<file path="src/rtl/tlb_walker_pkg.sv">
package tlb_walker_pkg;
  typedef enum logic [1:0] {
    ACC_FETCH = 2'd0,
    ACC_LOAD  = 2'd1,
    ACC_STORE = 2'd2,
    ACC_XCHG  = 2'd3
  } acc_kind_e;

  typedef enum logic [2:0] {
    ST_IDLE, ST_DIR, ST_PTE, ST_WB, ST_DONE, ST_FAULT
  } walk_st_e;

  localparam int unsigned ENT_W   = 32;
  localparam int unsigned B_PRES  = 0;
  localparam int unsigned B_EXEC  = 1;
  localparam int unsigned B_WRITE = 2;
  localparam int unsigned B_READ  = 3;
  localparam int unsigned K_SHIFT = 3;
  localparam int unsigned B_ACC   = 7;
  localparam int unsigned B_DIRTY = 8;
  localparam int unsigned B_GLOB  = 9;
  localparam int unsigned B_CACHE = 10;
  localparam int unsigned PD0_VALID = 8;
  localparam int unsigned PD0_GLOB  = 9;
endpackage

</file>
<file path="src/rtl/walk_addr_gen.sv">
module walk_addr_gen
  import tlb_walker_pkg::*;
#(
  parameter int unsigned PAGE_SHIFT = 13,
  parameter int unsigned DIR_SHIFT  = 21
) (
  input  logic [ENT_W-1:0] va_i,
  input  logic [ENT_W-1:0] pgd_base_i,
  input  logic [ENT_W-1:0] dir_word_i,
  output logic [ENT_W-1:0] dir_addr_o,
  output logic [ENT_W-1:0] pte_addr_o,
  output logic             dir_present_o
);
  localparam int unsigned  TBL_BITS = DIR_SHIFT - PAGE_SHIFT;
  localparam logic [ENT_W-1:0] PG_MASK  = ~((ENT_W'(1) << PAGE_SHIFT) - ENT_W'(1));
  localparam logic [ENT_W-1:0] IDX_MASK = (ENT_W'(1) << TBL_BITS) - ENT_W'(1);

  logic [ENT_W-1:0] frame;
  logic [ENT_W-1:0] tbl_idx;

  always_comb begin
    dir_addr_o    = pgd_base_i + ((va_i >> DIR_SHIFT) << 2);
    frame         = dir_word_i & PG_MASK;
    tbl_idx       = (va_i >> PAGE_SHIFT) & IDX_MASK;
    pte_addr_o    = frame + (tbl_idx << 2);
    dir_present_o = |frame;
  end
endmodule

</file>
<file path="src/rtl/walk_perm_check.sv">
module walk_perm_check
  import tlb_walker_pkg::*;
#(
  parameter logic [31:0] KERNEL_BASE = 32'h7000_0000
) (
  input  logic [ENT_W-1:0] va_i,
  input  acc_kind_e        kind_i,
  input  logic [ENT_W-1:0] entry_i,
  output logic             pass_o,
  output logic [ENT_W-1:0] new_entry_o
);
  logic [ENT_W-1:0] user_req;
  logic [ENT_W-1:0] mask;
  logic             kernel;

  always_comb begin
    user_req = '0;
    unique case (kind_i)
      ACC_FETCH: begin
        user_req[B_READ] = 1'b1;
        user_req[B_EXEC] = 1'b1;
      end
      ACC_LOAD:  user_req[B_READ]  = 1'b1;
      ACC_STORE: user_req[B_WRITE] = 1'b1;
      ACC_XCHG: begin
        user_req[B_READ]  = 1'b1;
        user_req[B_WRITE] = 1'b1;
      end
      default: user_req = '0;
    endcase
    kernel = (va_i >= KERNEL_BASE);
    mask   = kernel ? (user_req << K_SHIFT) : user_req;
    mask[B_PRES] = 1'b1;
    pass_o = ((entry_i & mask) == mask);

    new_entry_o = entry_i;
    new_entry_o[B_PRES] = 1'b1;
    new_entry_o[B_ACC]  = 1'b1;
    if (kind_i == ACC_STORE || kind_i == ACC_XCHG) new_entry_o[B_DIRTY] = 1'b1;
  end
endmodule

</file>
<file path="src/rtl/walk_pd_pack.sv">
module walk_pd_pack
  import tlb_walker_pkg::*;
#(
  parameter int unsigned PAGE_SHIFT = 13,
  parameter int unsigned ASID_W     = 8
) (
  input  logic [ENT_W-1:0]  va_i,
  input  logic [ENT_W-1:0]  entry_i,
  input  logic [ASID_W-1:0] asid_i,
  output logic [ENT_W-1:0]  pd0_o,
  output logic [ENT_W-1:0]  pd1_o
);
  localparam logic [ENT_W-1:0] PG_MASK   = ~((ENT_W'(1) << PAGE_SHIFT) - ENT_W'(1));
  localparam logic [ENT_W-1:0] PERM_MASK = ENT_W'(32'h7E);
  localparam logic [ENT_W-1:0] PD1_MASK  = PG_MASK | PERM_MASK | (ENT_W'(1) << B_CACHE);

  always_comb begin
    pd1_o = entry_i & PD1_MASK;
    pd0_o = (va_i & PG_MASK) | ENT_W'(asid_i);
    pd0_o[PD0_GLOB]  = entry_i[B_GLOB];
    pd0_o[PD0_VALID] = 1'b1;
  end
endmodule

</file>
<file path="src/rtl/tlb_walker.sv">
module tlb_walker
  import tlb_walker_pkg::*;
#(
  parameter int unsigned PAGE_SHIFT  = 13,
  parameter int unsigned DIR_SHIFT   = 21,
  parameter int unsigned ASID_W      = 8,
  parameter logic [31:0] KERNEL_BASE = 32'h7000_0000
) (
  input  logic              clk_i,
  input  logic              rst_ni,
  input  logic              miss_valid_i,
  output logic              miss_ready_o,
  input  logic [31:0]       miss_va_i,
  input  logic [1:0]        miss_kind_i,
  input  logic [31:0]       pgd_base_i,
  input  logic [ASID_W-1:0] asid_i,
  output logic              mem_req_o,
  output logic              mem_we_o,
  output logic [31:0]       mem_addr_o,
  output logic [31:0]       mem_wdata_o,
  input  logic              mem_ack_i,
  input  logic [31:0]       mem_rdata_i,
  output logic              refill_valid_o,
  output logic [31:0]       pd0_o,
  output logic [31:0]       pd1_o,
  output logic              fault_valid_o,
  output logic [31:0]       fault_va_o,
  output logic              fault_write_o
);
  walk_st_e          state_q;
  logic [31:0]       va_q, pgd_q, pte_addr_q, entry_q;
  acc_kind_e         kind_q;
  logic [ASID_W-1:0] asid_q;

  logic [31:0] dir_addr, pte_addr, new_entry;
  logic        dir_present, pass;

  walk_addr_gen #(.PAGE_SHIFT(PAGE_SHIFT), .DIR_SHIFT(DIR_SHIFT)) u_addr (
    .va_i(va_q), .pgd_base_i(pgd_q), .dir_word_i(mem_rdata_i),
    .dir_addr_o(dir_addr), .pte_addr_o(pte_addr), .dir_present_o(dir_present)
  );

  walk_perm_check #(.KERNEL_BASE(KERNEL_BASE)) u_perm (
    .va_i(va_q), .kind_i(kind_q), .entry_i(mem_rdata_i),
    .pass_o(pass), .new_entry_o(new_entry)
  );

  walk_pd_pack #(.PAGE_SHIFT(PAGE_SHIFT), .ASID_W(ASID_W)) u_pack (
    .va_i(va_q), .entry_i(entry_q), .asid_i(asid_q),
    .pd0_o(pd0_o), .pd1_o(pd1_o)
  );

  always_ff @(posedge clk_i or negedge rst_ni) begin
    if (!rst_ni) begin
      state_q    <= ST_IDLE;
      va_q       <= '0;
      pgd_q      <= '0;
      pte_addr_q <= '0;
      entry_q    <= '0;
      kind_q     <= ACC_FETCH;
      asid_q     <= '0;
    end else begin
      unique case (state_q)
        ST_IDLE: if (miss_valid_i) begin
          va_q    <= miss_va_i;
          kind_q  <= acc_kind_e'(miss_kind_i);
          pgd_q   <= pgd_base_i;
          asid_q  <= asid_i;
          state_q <= ST_DIR;
        end
        ST_DIR: if (mem_ack_i) begin
          pte_addr_q <= pte_addr;
          state_q    <= dir_present ? ST_PTE : ST_FAULT;
        end
        ST_PTE: if (mem_ack_i) begin
          entry_q <= new_entry;
          state_q <= pass ? ST_WB : ST_FAULT;
        end
        ST_WB: if (mem_ack_i) state_q <= ST_DONE;
        ST_DONE, ST_FAULT: state_q <= ST_IDLE;
        default: state_q <= ST_IDLE;
      endcase
    end
  end

  always_comb begin
    miss_ready_o = (state_q == ST_IDLE);
    mem_req_o    = (state_q == ST_DIR) || (state_q == ST_PTE) || (state_q == ST_WB);
    mem_we_o     = (state_q == ST_WB);
    unique case (state_q)
      ST_DIR:        mem_addr_o = dir_addr;
      ST_PTE, ST_WB: mem_addr_o = pte_addr_q;
      default:       mem_addr_o = '0;
    endcase
    mem_wdata_o    = (state_q == ST_WB) ? entry_q : '0;
    refill_valid_o = (state_q == ST_DONE);
    fault_valid_o  = (state_q == ST_FAULT);
    fault_va_o     = va_q;
    fault_write_o  = (kind_q == ACC_STORE) || (kind_q == ACC_XCHG);
  end
endmodule

</file>
<file path="config.mk">
export PLATFORM = sky130hd
export DESIGN_NAME = tlb_walker
export DESIGN_NICKNAME = d
export VERILOG_FILES = /design/src/rtl/tlb_walker_pkg.sv /design/src/rtl/walk_addr_gen.sv /design/src/rtl/walk_perm_check.sv /design/src/rtl/walk_pd_pack.sv /design/src/rtl/tlb_walker.sv
export SDC_FILE = /design/constraint.sdc
export NUM_CORES = 1
export LEC_CHECK = 0
export ABC_AREA = 1
export BUFFER_PORTS_ARGS = -buffer_cell sky130_fd_sc_hd__buf_2
export CAP_MARGIN = 15
export CORE_AREA = 4 4 141 130
export DETAILED_ROUTE_END_ITERATION = 8
export DIE_AREA = 0 0 145 134
export PLACE_DENSITY = 0.85
export REMOVE_ABC_BUFFERS = 1
export SLEW_MARGIN = 5
export SYNTH_ARGS = -nofsm -noshare
export SYNTH_HDL_FRONTEND = slang
export SYNTH_SLANG_ARGS = --single-unit
export TNS_END_PERCENT = 30
</file>
<file path="constraint.sdc">
create_clock -name clk_i -period 1.9 [get_ports clk_i]
set_input_delay 0.095 -clock clk_i [delete_from_list [all_inputs] [get_ports clk_i]]
set_output_delay 0.095 -clock clk_i [all_outputs]
set_load 0.05 [all_outputs]
</file>
======== Word level (Yosys, flattened, before mapping) ========
Index checks and enable logic that the tools add are counted.
word-level totals
  logic and storage cells ................. 52
  flip-flop bits (word level) ............. 141
  input bits .............................. 110
cells by class
  magnitude comparators ................... 1
  add/sub/neg operators ................... 2
  multiplexer cells ....................... 14
  bitwise operators ....................... 2
  equality and inequality tests ........... 13
  reductions and logical operators ........ 13
operators by type and width
  cell                                                                     count
  32-bit case mux with 2 select lines                                      1
  32-bit by 10-bit adder with 32-bit output                                1
  32-bit by 13-bit adder with 32-bit output                                1
  32-bit bitwise AND                                                       1
  32-bit == test                                                           1
  32-bit by 31-bit >= comparator with 1-bit output, second input constant  1
  32-bit 2-to-1 mux                                                        1
  32-bit by 8-bit OR with 32-bit output                                    1
  19-bit OR reduction                                                      1
  3-bit 2-to-1 mux                                                         6
  3-bit case mux with 4 select lines                                       1
  7-bit 2-to-1 mux                                                         1
  3-bit by 2-bit == test with 1-bit output, second input constant          2
  3-bit == test, second input constant                                     2
  2-bit inequality test, second input constant                             3
  2-bit AND reduction                                                      3
  2-bit == test, second input constant                                     2
  1-bit 2-to-1 mux                                                         4
  4-bit AND reduction                                                      1
  2-bit OR reduction                                                       2
  3-bit by 1-bit == test with 1-bit output, second input constant          1
  3-bit logical NOT                                                        1
  1-bit logical OR                                                         3
  3-bit OR reduction                                                       1
  other kinds (3)                                                          3

======== Longest topological paths before layout ========
Gate-level depths: netlist of run 1.
  depth after elaboration ................. 9
  mapped depth ............................ 13

======== By module ========
From an unflattened synthesis of run 1, not the netlist that was laid out.
second synthesis, totals
  cell total of the unflattened synthesis .. 1174
  area, all modules ....................... 8722.1 um^2
modules (own cells, without submodules)
  module           cells an instance  area an instance (um^2)  instances
  tlb_walker       710                6089.6                   1
  walk_addr_gen    338                1796.7                   1
  walk_pd_pack     66                 488.0                    1
  walk_perm_check  60                 347.8                    1

======== Worst setup path after synthesis of run 1 ========
OpenSTA, ideal clock, no wires.
  path type ............................... register to output
  from .................................... register va_q[21] (netlist: fault_va_o[21])
  to ...................................... output port mem_addr_o[14]
  data arrival time ....................... 3020 ps
  path buffers ............................ 0
  setup slack ............................. -1215 ps
  required time ........................... 1805 ps
  cell stages (with the launch flop) ...... 10
  cells stage by stage .................... dfrtp_1 -> ha_1 -> fa_1 -> nand3_1 -> nand3_1 -> nand3_1 -> nand3_1 -> nand2_1 -> nand2_1 -> o21ai_0
between the ends
  longest elaborated chain between the ends .. 2
RTL lines
  element                                    line                 text
  start, declared                            tlb_walker.sv:31     logic [31:0] va_q, pgd_q, pte_addr_q, entry_q;
  start signal, assigned                     tlb_walker.sv:65     va_q <= miss_va_i;
  32-bit by 13-bit adder with 32-bit output  walk_addr_gen.sv:22  dir_addr_o = pgd_base_i + ((va_i >> DIR_SHIFT) << 2);
  32-bit case mux with 2 select lines        tlb_walker.sv:90     unique case (state_q)
  end, declared                              tlb_walker.sv:19     output logic [31:0] mem_addr_o,
No other way between the ends.

======== Worst setup path after layout of run 1 ========
  from .................................... register va_q[21] (netlist: fault_va_o[21])
  to ...................................... output port mem_addr_o[10]
The elaborated chain is that of the path after synthesis.

==> results of run 1 <==
[sequential cells by signal, indices dropped and copies added, names as in the netlist]
| register | cells |
|---|---|
| fault_va_o | 32 |
| pgd_q | 32 |
| entry_q | 31 |
| pte_addr_q | 27 |
| asid_q | 8 |
| state_q | 3 |
| kind_q | 2 |
[per-stage QoR]
step	cell area, µm²	std cells	TNS (ps)	hold WS [ps]
global placement	9284	1407	-4863	70.23
floorplan	7032	869	-105080	-200.6
CTS	11570	1547	-12320	3.398
detailed placement	9284	1407	-5561	74.03
finish	11980	1555	-14880	-1.697
global route	11980	1555	-18480	30.62
[worst max-delay path, delay by kind of cell (launching register included)]
family | cells | cell delay [ps]
DFF | 1 | 380
AOI/OAI and AO/OA | 2 | 300
buffers and inverters | 2 | 330
and+or+nand+nor | 4 | 470
adders and majority gates | 2 | 580
[kinds of logic (layout without fill, tap and decap cells)]
| family | Yosys count | in the layout |
|---|---|---|
| AOI/OAI and AO/OA | 109 | 109 |
| xor gates and xnor gates | 1 | 1 |
| adders and majority gates | 12 | 12 |
| buffers and inverters | 208 | 597 |
| DFF | 135 | 135 |
| muxes | 55 | 55 |
| other | 2 | 10 |
| and+or+nand+nor | 425 | 425 |
[placed cells by master, fill, tap and decap left out, drive strengths merged, types with 10 or more instances in the layout]
master and instances:
dfrtp 135, o21ai 71, nand2 246, nor2 105
a21oi 33, conb 10, clkbuf 19, mux2 55
dlygate4sd3 102, nand3 51, buf 342, inv 124
ha 11
[area by class of cell]
type / count / area, µm² / area share (%)
clock inverters: 12 / 166.4 / 1.389
multi-input cells: 612 / 3782 / 31.58
flip-flops and latches: 135 / 3382 / 28.23
inverters: 122 / 462.9 / 3.865
clock buffers: 19 / 452.9 / 3.781
well taps: 211 / 264.0 / 2.204
repair buffers: 444 / 3468 / 28.95
[final timing paths]
| check | from | endpoint | depth (start not counted) |
|---|---|---|---|
| max | fault_va_o[21]$_DFFE_PN0P_ | mem_addr_o[10] | 10 |
| min | miss_va_i[30] | fault_va_o[30]$_DFFE_PN0P_ | 3 |
| max reg2reg | state_q[2]$_DFFE_PN0P_ | pte_addr_q[27]$_DFFE_PN0P_ | 6 |
| min reg2reg | entry_q[7]$_DFFE_PN0P_ | entry_q[7]$_DFFE_PN0P_ | 2 |
| max in group asynchronous | rst_ni | state_q[2]$_DFFE_PN0P_ | 3 |
| min in group asynchronous | rst_ni | fault_va_o[11]$_DFFE_PN0P_ | 2 |
[per-layer routing]
layer  wire length (µm)  vias to the layer above  GRT usage [%]
met2              13750                      473          45.88
met5                  0                        -              0
met3               2476                      133          7.466
met4               1226                        0          11.50
met1              10560                     3808          31.56
li1                   -                     3686              -
[timing repair]
action	in CTS	in global routing
pin swaps	30	22
gates resized for setup	168	109
buffers inserted	8	8
cloned	0	0
endpoints found under the hold margin	166	0
hold buffers	102	0
endpoints found under the setup margin	62	76
==> run_results.csv, run 1 <==
group,metric,value,unit
status,status,"finished, violations left",
status,violations,"DRC, hold timing, setup timing",
logic_synthesis,yosys.area_share.adder,2.066,%
logic_synthesis,ys_async_sr_fraction,100.0,%
logic_synthesis,syn_area,7630,µm²
routing,vias,8100,
routing,drt-initial-drc-count,730,
sta,max_slew_margin,59.53,%
sta,fin_crit_sh,136.2,%
logic_synthesis,synth_edf_count,0,
logic_synthesis,synth.avg_cell_area,8.057,µm²
sta,hold_viol_final,1,
routing,wire_per_inst,18.01,µm
finish,layout.nets,1454,
sta,holdWs,-1.697,ps
clocking,cts_tree,"built",
min_path,hold_path_class,"in -> reg",
finish,fillCellCount,1131,
logic_synthesis,yosys.cell_types.count,36,
logic_synthesis,netlist_top_cells_count,"243 x nand2_1, 135 x dfrtp_1, 118 x inv_1, 103 x nor2_1, 71 x o21ai_0",
grt,antenna_found_initial,0,
logic_synthesis,synth_cells,947,
placement,port_buffers,264,
sta,clock.fmax,0.3865,GHz
floorplanning,die_w,145,µm
logic_synthesis,yosys_warnings,0,
placement,dp_slack,-350.1,ps
logic_synthesis,synth-simple-area-share,23.09,%
clocking,clk_pin_slew,60,ps
grt,grt_max_degree,51,
clocking,htreeDepth,4,
worst_setup_path,rrSetupSlack,130,ps
worst_setup_path,cp.arrival,2490,ps
logic_synthesis,synth_top_family_by_area,"simple AND/OR/NAND/NOR gates",
floorplanning,ios,276,
placement,place.gp.congestion,0.9790,
routing,wl,28010,µm
worst_setup_path,cpPeakStageDelay,380,ps
floorplanning,core_area,16720,µm²
sta,fin_crit,2587,ps
grt,grt_pass1_wl,41790,µm
floorplanning,die-area,19430,µm²
routing,first_pass_iters,8,
clocking,clock_sinks,135,
worst_setup_path,crit_slowest_cell,"dfrtp_1",
grt,grt_pass1_vias,8087,
clocking,cts.root.buffer_cell,"clkbuf_16",
grt,gr-total-overflow,0,
sta,drv_slew,0,
finish,drive_above_1_share,42.49,%
grt,grt.total_usage,26.67,%
sta,finalClockSkew,7.487,ps
floorplanning,die_h,134,µm
sta,worst-slew-pin-transition,602.5,ps
worst_setup_path,path_cells,"ha_2 -> fa_2 -> nand3_2 -> nand3_4 -> nand2_1 -> nand3b_1 -> buf_4 -> o21ai_0 -> a21oi_2 -> buf_12",
clocking,cts-buffers-inserted,17,
sta,setup_slack,-687.5,ps
floorplanning,start_util,45.63,%
finish,n_antenna_cell,0,
finish,syn_to_final_growth,57.00,%
logic_synthesis,ys_ff_latch,135,
logic_synthesis,synth_compound_area_share,7.379,%
logic_synthesis,synthFlopType,"dfrtp_1",
logic_synthesis,synth_area_leaders,"dfrtp_1 44%, nand2_1 12%, mux2_2 6.3%",
logic_synthesis,synth_top_area_share,44.28,%
worst_setup_path,worstSetupPathType,"reg -> out",
logic_synthesis,muxShareOfSynthArea,8.708,%
logic_synthesis,yosys.area.top_type,"dfrtp_1",
logic_synthesis,synth_xor_area_share,0.1148,%
worst_setup_path,worstSetupStartpointType,"flop",
worst_setup_path,worstPathRequired,1800,ps
floorplanning,rows,45,
placement,dp_hpwl,16730,µm
routing,drcViolationCount,1,
sta,rsz0062_at_grt,"true",
worst_setup_path,worstSetupEndpointType,"primary output",
routing,ant_nets,0,
worst_setup_path,cp_max_fo,4,
logic_synthesis,synth_seq_area_share,44.28,%
clocking,clockBufferDepth,2,
finish,post-route-util,71.63,%
sta,final-setup-viol-count,32,
run,drv_cap,0,
routing,viasPerCell,5.209,
clocking,worstSkewPairLatency,430,ps
logic_synthesis,synth_most_common_cell,"nand2_1",
Power of run 1 is left out: the tool's default activity adds up to more than one toggle a clock period on the data nets, which glitch-free logic cannot reach.
==> run 2: changes to the inputs <==
--- a/config.mk
+++ b/config.mk
@@ -8,9 +8,9 @@
 export ABC_AREA = 1
 export BUFFER_PORTS_ARGS = -buffer_cell sky130_fd_sc_hd__buf_2
 export CAP_MARGIN = 15
-export CORE_AREA = 4 4 141 130
+export CORE_AREA = 4 4 111 165
 export DETAILED_ROUTE_END_ITERATION = 8
-export DIE_AREA = 0 0 145 134
+export DIE_AREA = 0 0 115 169
 export PLACE_DENSITY = 0.85
 export REMOVE_ABC_BUFFERS = 1
 export SLEW_MARGIN = 5
==> run 2 against run 1 <==
The run ends with hold timing, setup timing left. Highest routed layer unchanged. Hold slack worse by 8.1 ps. Non-clock buffer count is 1 higher. Cell area is 1.1% lower.
==> run_results.csv, run 2 (synthesis results as in run 1) <==
group,metric,value,unit
routing,ant_nets,0,
clocking,clockBufferDepth,2,
sta,finalClockSkew,7.588,ps
routing,dr_wl_met3,1985,µm
finish,final_common_cell,"nand2_1",
routing,first_pass_iters,5,
worst_setup_path,rrSetupSlack,110,ps
floorplanning,start_util,45.32,%
sta,hold_viol_final,2,
finish,final_cell_mix,"204 x nand2_1, 202 x buf_2, 133 x dfrtp_1",
routing,drt-initial-drc-count,687,
placement,dp_hpwl,17590,µm
floorplanning,die-area,19440,µm²
routing,drcViolationCount,0,
worst_setup_path,cp.arrival,2440,ps
min_path,hold_path_class,"in -> reg",
clocking,cts_tree,"built",
finish,fillCellCount,1127,
sta,fin_crit_sh,133.6,%
worst_setup_path,worstSetupEndpointType,"primary output",
worst_setup_path,cp_num_buf_inv,2,
min_path,worstHoldStart,"mem_rdata_i[13]",
floorplanning,die_h,169,µm
grt,grt_pass1_wl,44770,µm
worst_setup_path,cp_top_family,"simple AND/OR/NAND/NOR gates",
clocking,cts.root.buffer_cell,"clkbuf_16",
worst_setup_path,r2r-end,"entry_q[22]$_DFFE_PN0P_",
sta,holdWs,-9.808,ps
finish,drive_above_1_share,41.01,%
floorplanning,die_w,115,µm
worst_setup_path,worstSetupPathType,"reg -> out",
status,status,"finished, violations left",
routing,vias,8221,
worst_setup_path,r2r_cells,7,
worst_setup_path,crit_path_frequent_cell,"nand2_4",
floorplanning,rows,58,
clocking,cts-buffers-inserted,17,
min_path,whs_path_depth,3,
worst_setup_path,path_cells,"ha_2 -> fa_2 -> nand3_2 -> nand3_4 -> nand2_4 -> nand2_4 -> nand2_4 -> nand2_4 -> nand2_1 -> nand2_1 -> o21ai_1 -> buf_4 -> buf_12",
run,drv_cap,0,
worst_setup_path,worstSetupStartpointType,"flop",
routing,viasPerCell,5.280,
sta,fin_crit,2539,ps
routing,top_layer_used,"met4",
sta,rsz0062_at_grt,"true",
clocking,worstSkewPairLatency,430,ps
placement,dp_slack,-449.8,ps
finish,post-route-util,70.40,%
placement,dp.cells,1407,
finish,syn_to_final_growth,55.35,%
worst_setup_path,reg2reg_from,"state_q[1]$_DFFE_PN0P_",
grt,antenna_found_initial,1,
clocking,htreeDepth,4,
sta,clock.fmax,0.3939,GHz
floorplanning,core_area,16840,µm²
grt,grt.total_usage,29.39,%
finish,layout.nets,1455,
grt,grt_pass1_vias,8744,
routing,wl_met1,10410,µm
clocking,clock_sinks,135,
status,violations,"hold timing, setup timing",
worst_setup_path,cpPeakStageDelay,410,ps
routing,wl,29580,µm
worst_setup_path,crit_slowest_cell,"dfrtp_1",
placement,place.gp.congestion,0.9107,
min_path,whs_endpoint,"entry_q[13]$_DFFE_PN0P_",
placement,port_buffers,264,
worst_setup_path,worstPathRequired,1800,ps
grt,grt_max_degree,97,
sta,setup_slack,-638.9,ps
finish,fin_cells,1557,
sta,drv_slew,0,
grt,gr-total-overflow,0,
routing,wire_per_inst,19.00,µm
sta,worst-slew-pin-transition,559.9,ps
worst_setup_path,cp_max_fo,4,
clocking,clk_pin_slew,60,ps
sta,final-setup-viol-count,43,
floorplanning,ios,276,
routing,dr_wl_met2,15460,µm
sta,max_slew_margin,62.36,%
==> run 2: worst reg2reg max path, cell delays in order (launching register included) <==
cell,delay [ps]
dfrtp_1,430
inv_2,100
nor2_4,90
inv_1,70
nor2_1,160
nand2_2,220
buf_4,300
o21ai_0,310
==> run 2: worst max-delay path by stage <==
stage	startpoint	endpoint	cells after the start	slack (ps)
2_1_floorplan	state_q[1]$_DFFE_PN0P_	mem_wdata_o[0]	6	-2370
3_3_place_gp	fault_va_o[21]$_DFFE_PN0P_	mem_addr_o[16]	13	-380
3_5_place_dp	fault_va_o[21]$_DFFE_PN0P_	mem_addr_o[16]	13	-450
4_1_cts	pgd_q[2]$_DFFE_PN0P_	mem_addr_o[16]	13	-620
5_1_grt	fault_va_o[21]$_DFFE_PN0P_	mem_addr_o[26]	12	-710
6_report	pgd_q[2]$_DFFE_PN0P_	mem_addr_o[16]	13	-640
==> run 2: area by class of cell <==
type | count | area (µm²) | area share [%]
sequential | 135 | 3381 | 28.52
timing repair buffer | 445 | 3452 | 29.12
clock inverter | 15 | 168.9 | 1.425
clock buffer | 17 | 425.4 | 3.589
tap | 210 | 262.8 | 2.217
inverter | 122 | 460.4 | 3.885
antenna | 1 | 2.502 | 0.02111
multi-input combinational | 612 | 3700 | 31.22
==> run 2: metrics by stage <==
stage                     cell area (µm²)  TNS, ps
final                               11850   -14840
after floorplan                      7032  -105080
after detailed placement             9230    -6863
after global placement               9230    -5563
after global routing                11850   -19280
after CTS                           11550   -13170
==> run 2: timing repair <==
action | in CTS | in global routing
endpoints found under the hold margin | 189 | 0
buffers inserted | 12 | 3
hold buffers | 102 | 0
setup endpoints to repair | 62 | 62
pin swaps | 35 | 22
resized for setup | 176 | 87
==> run 2: routing by layer <==
| metal | up-vias | global-route usage, % |
|---|---|---|
| li1 | 3693 | - |
| met1 | 3895 | 31.86 |
| met2 | 480 | 51.61 |
| met3 | 153 | 6.187 |
| met4 | 0 | 17.62 |
| met5 | - | 0 |
Power of run 2 is left out for the same reason.
==> run 3: changes to the inputs <==
--- a/config.mk
+++ b/config.mk
@@ -11,7 +11,7 @@
 export CORE_AREA = 4 4 111 165
 export DETAILED_ROUTE_END_ITERATION = 8
 export DIE_AREA = 0 0 115 169
-export PLACE_DENSITY = 0.85
+export PLACE_DENSITY = 0.77
 export REMOVE_ABC_BUFFERS = 1
 export SLEW_MARGIN = 5
 export SYNTH_ARGS = -nofsm -noshare
==> run 3 against run 2 <==
The run ends with setup timing left. Critical endpoint unchanged. Register-to-register slack gained 70 ps. Sequential cell count is the same. Cell area grew 2.3%. Die area is the same. Via count shrank 1.3%. Final cell count grew 0.19%.
==> run_results.csv, run 3 (synthesis results as in run 1) <==
group,metric,value,unit
sta,fin_crit,2487,ps
floorplanning,start_util,45.32,%
finish,drive_above_1_share,45.44,%
routing,first_pass_iters,5,
finish,post-route-util,72.01,%
worst_setup_path,rrSetupSlack,180,ps
min_path,whs_path_depth,3,
worst_setup_path,crit_path_frequent_cell,"nand2_4",
sta,rsz0062_at_grt,"true",
min_path,whs_endpoint,"pte_addr_q[24]$_DFFE_PN0P_",
routing,viasPerCell,5.203,
grt,grt.total_usage,27.63,%
run,drv_cap,0,
sta,clock.fmax,0.4020,GHz
sta,setup_slack,-587.4,ps
floorplanning,rows,58,
sta,max_slew_margin,65.87,%
finish,final_cell_mix,"201 x buf_2, 185 x nand2_1, 133 x dfrtp_1",
worst_setup_path,r2r_cells,5,
clocking,clockBufferDepth,2,
worst_setup_path,reg2reg_from,"state_q[2]$_DFFE_PN0P_",
worst_setup_path,r2r-end,"pte_addr_q[8]$_DFFE_PN0P_",
grt,antenna_found_initial,1,
clocking,clock_sinks,135,
finish,layout.nets,1458,
sta,hold_viol_final,0,
worst_setup_path,worstSetupPathType,"reg -> out",
finish,final_common_cell,"buf_2",
floorplanning,die_w,115,µm
grt,gr-total-overflow,0,
worst_setup_path,worstSetupEndpointType,"primary output",
worst_setup_path,cp.arrival,2390,ps
sta,drv_slew,0,
worst_setup_path,cpPeakStageDelay,390,ps
clocking,clk_pin_slew,60,ps
floorplanning,die-area,19440,µm²
grt,grt_pass1_vias,8595,
worst_setup_path,cp_max_fo,4,
grt,grt_max_degree,53,
placement,dp_hpwl,17400,µm
clocking,worstSkewPairLatency,430,ps
clocking,htreeDepth,4,
status,status,"finished, violations left",
placement,port_buffers,264,
worst_setup_path,path_cells,"ha_2 -> fa_2 -> nand3_2 -> nand3_4 -> nand2_4 -> nand2_8 -> nand2_4 -> nand2_4 -> nand2_2 -> nand2_2 -> o21ai_2 -> buf_12",
routing,ant_nets,0,
worst_setup_path,crit_slowest_cell,"dfrtp_1",
routing,drcViolationCount,0,
sta,final-setup-viol-count,31,
sta,finalClockSkew,9.981,ps
grt,grt_pass1_wl,42410,µm
finish,fillCellCount,1102,
worst_setup_path,worstPathRequired,1800,ps
clocking,cts-buffers-inserted,17,
min_path,worstHoldStart,"mem_rdata_i[24]",
clocking,cts.root.buffer_cell,"clkbuf_16",
finish,syn_to_final_growth,58.89,%
floorplanning,core_area,16840,µm²
clocking,cts_tree,"built",
sta,worst-slew-pin-transition,511.9,ps
routing,wire_per_inst,18.09,µm
routing,wl,28230,µm
worst_setup_path,worstSetupStartpointType,"flop",
floorplanning,ios,276,
routing,vias,8117,
min_path,hold_path_class,"in -> reg",
placement,place.gp.congestion,0.9628,
status,violations,"setup timing",
routing,drt-initial-drc-count,430,
worst_setup_path,crit_start,"fault_va_o[21]$_DFFE_PN0P_",
sta,fin_crit_sh,130.9,%
floorplanning,die_h,169,µm
[run 3: cell types whose count changed in the layout (fill, tap and decap cells not counted), sizes merged]
cell         previous run  this run
clkinvlp                5         2
clkinv                  3         7
inv                   127       124
dlygate4sd3           102       104
clkbuf                 17        20
[run 3: what timing repair did]
action                                 in CTS  in global routing
endpoints found under the hold margin     166                  0
hold buffers                              104                  0
pin swaps                                  34                 49
setup buffers                               6                 10
resized for setup                         216                133
setup endpoints to repair                  61                 62
[run 3: critical path: cells and delay by family, from the launching register on]
kind                     cells  cell delay (ps)
AO/OA/AOI/OAI                1              160
adder cells (fa/ha/maj)      2              560
buffers and inverters        1              160
flip-flops                   1              390
AND/OR/NAND/NOR              8              680
[run 3: worst max path at each step]
stage	end
after floorplan	mem_wdata_o[0]
after global placement	mem_addr_o[16]
after CTS	mem_addr_o[16]
after global routing	mem_addr_o[16]
after detailed placement	mem_addr_o[16]
final	mem_addr_o[16]
[run 3: through the flow]
stage / instance area [µm²] / std cells / setup slack (ps) / hold WS [ps] / setup TNS [ps]
after floorplan: 7032 / 869 / -2369 / -200.6 / -105080
after global placement: 9203 / 1411 / -396.5 / 79.05 / -5881
after detailed placement: 9203 / 1411 / -418.3 / 77.07 / -6815
after CTS: 11640 / 1553 / -589.4 / 17.26 / -13200
after global routing: 12120 / 1560 / -677.7 / 57.45 / -16250
final: 12120 / 1560 / -587.4 / 40.12 / -13570
[run 3: routing by layer]
metal	GRT usage (%)	vias to the layer above	share of wire [%]
li1	-	3697	-
met5	0	-	0
met3	6.474	136	6.7
met1	29.99	3880	35
met4	15.83	0	5.8
met2	48.39	404	53
[run 3: area by class of cell]
class                           instances  area (µm²)  share of cell area (%)
Timing Repair Buffer                  448        3477                   28.68
Clock buffer                           19       452.9                   3.736
Clock inverter                         13       146.4                   1.208
Tap cell                              210       262.8                   2.167
Antenna cell                            1       2.502                 0.02064
Sequential cell                       135        3381                   27.89
Multi-Input combinational cell        612        3938                   32.48
Inverter                              122       462.9                   3.819
Power of run 3 is left out for the same reason.
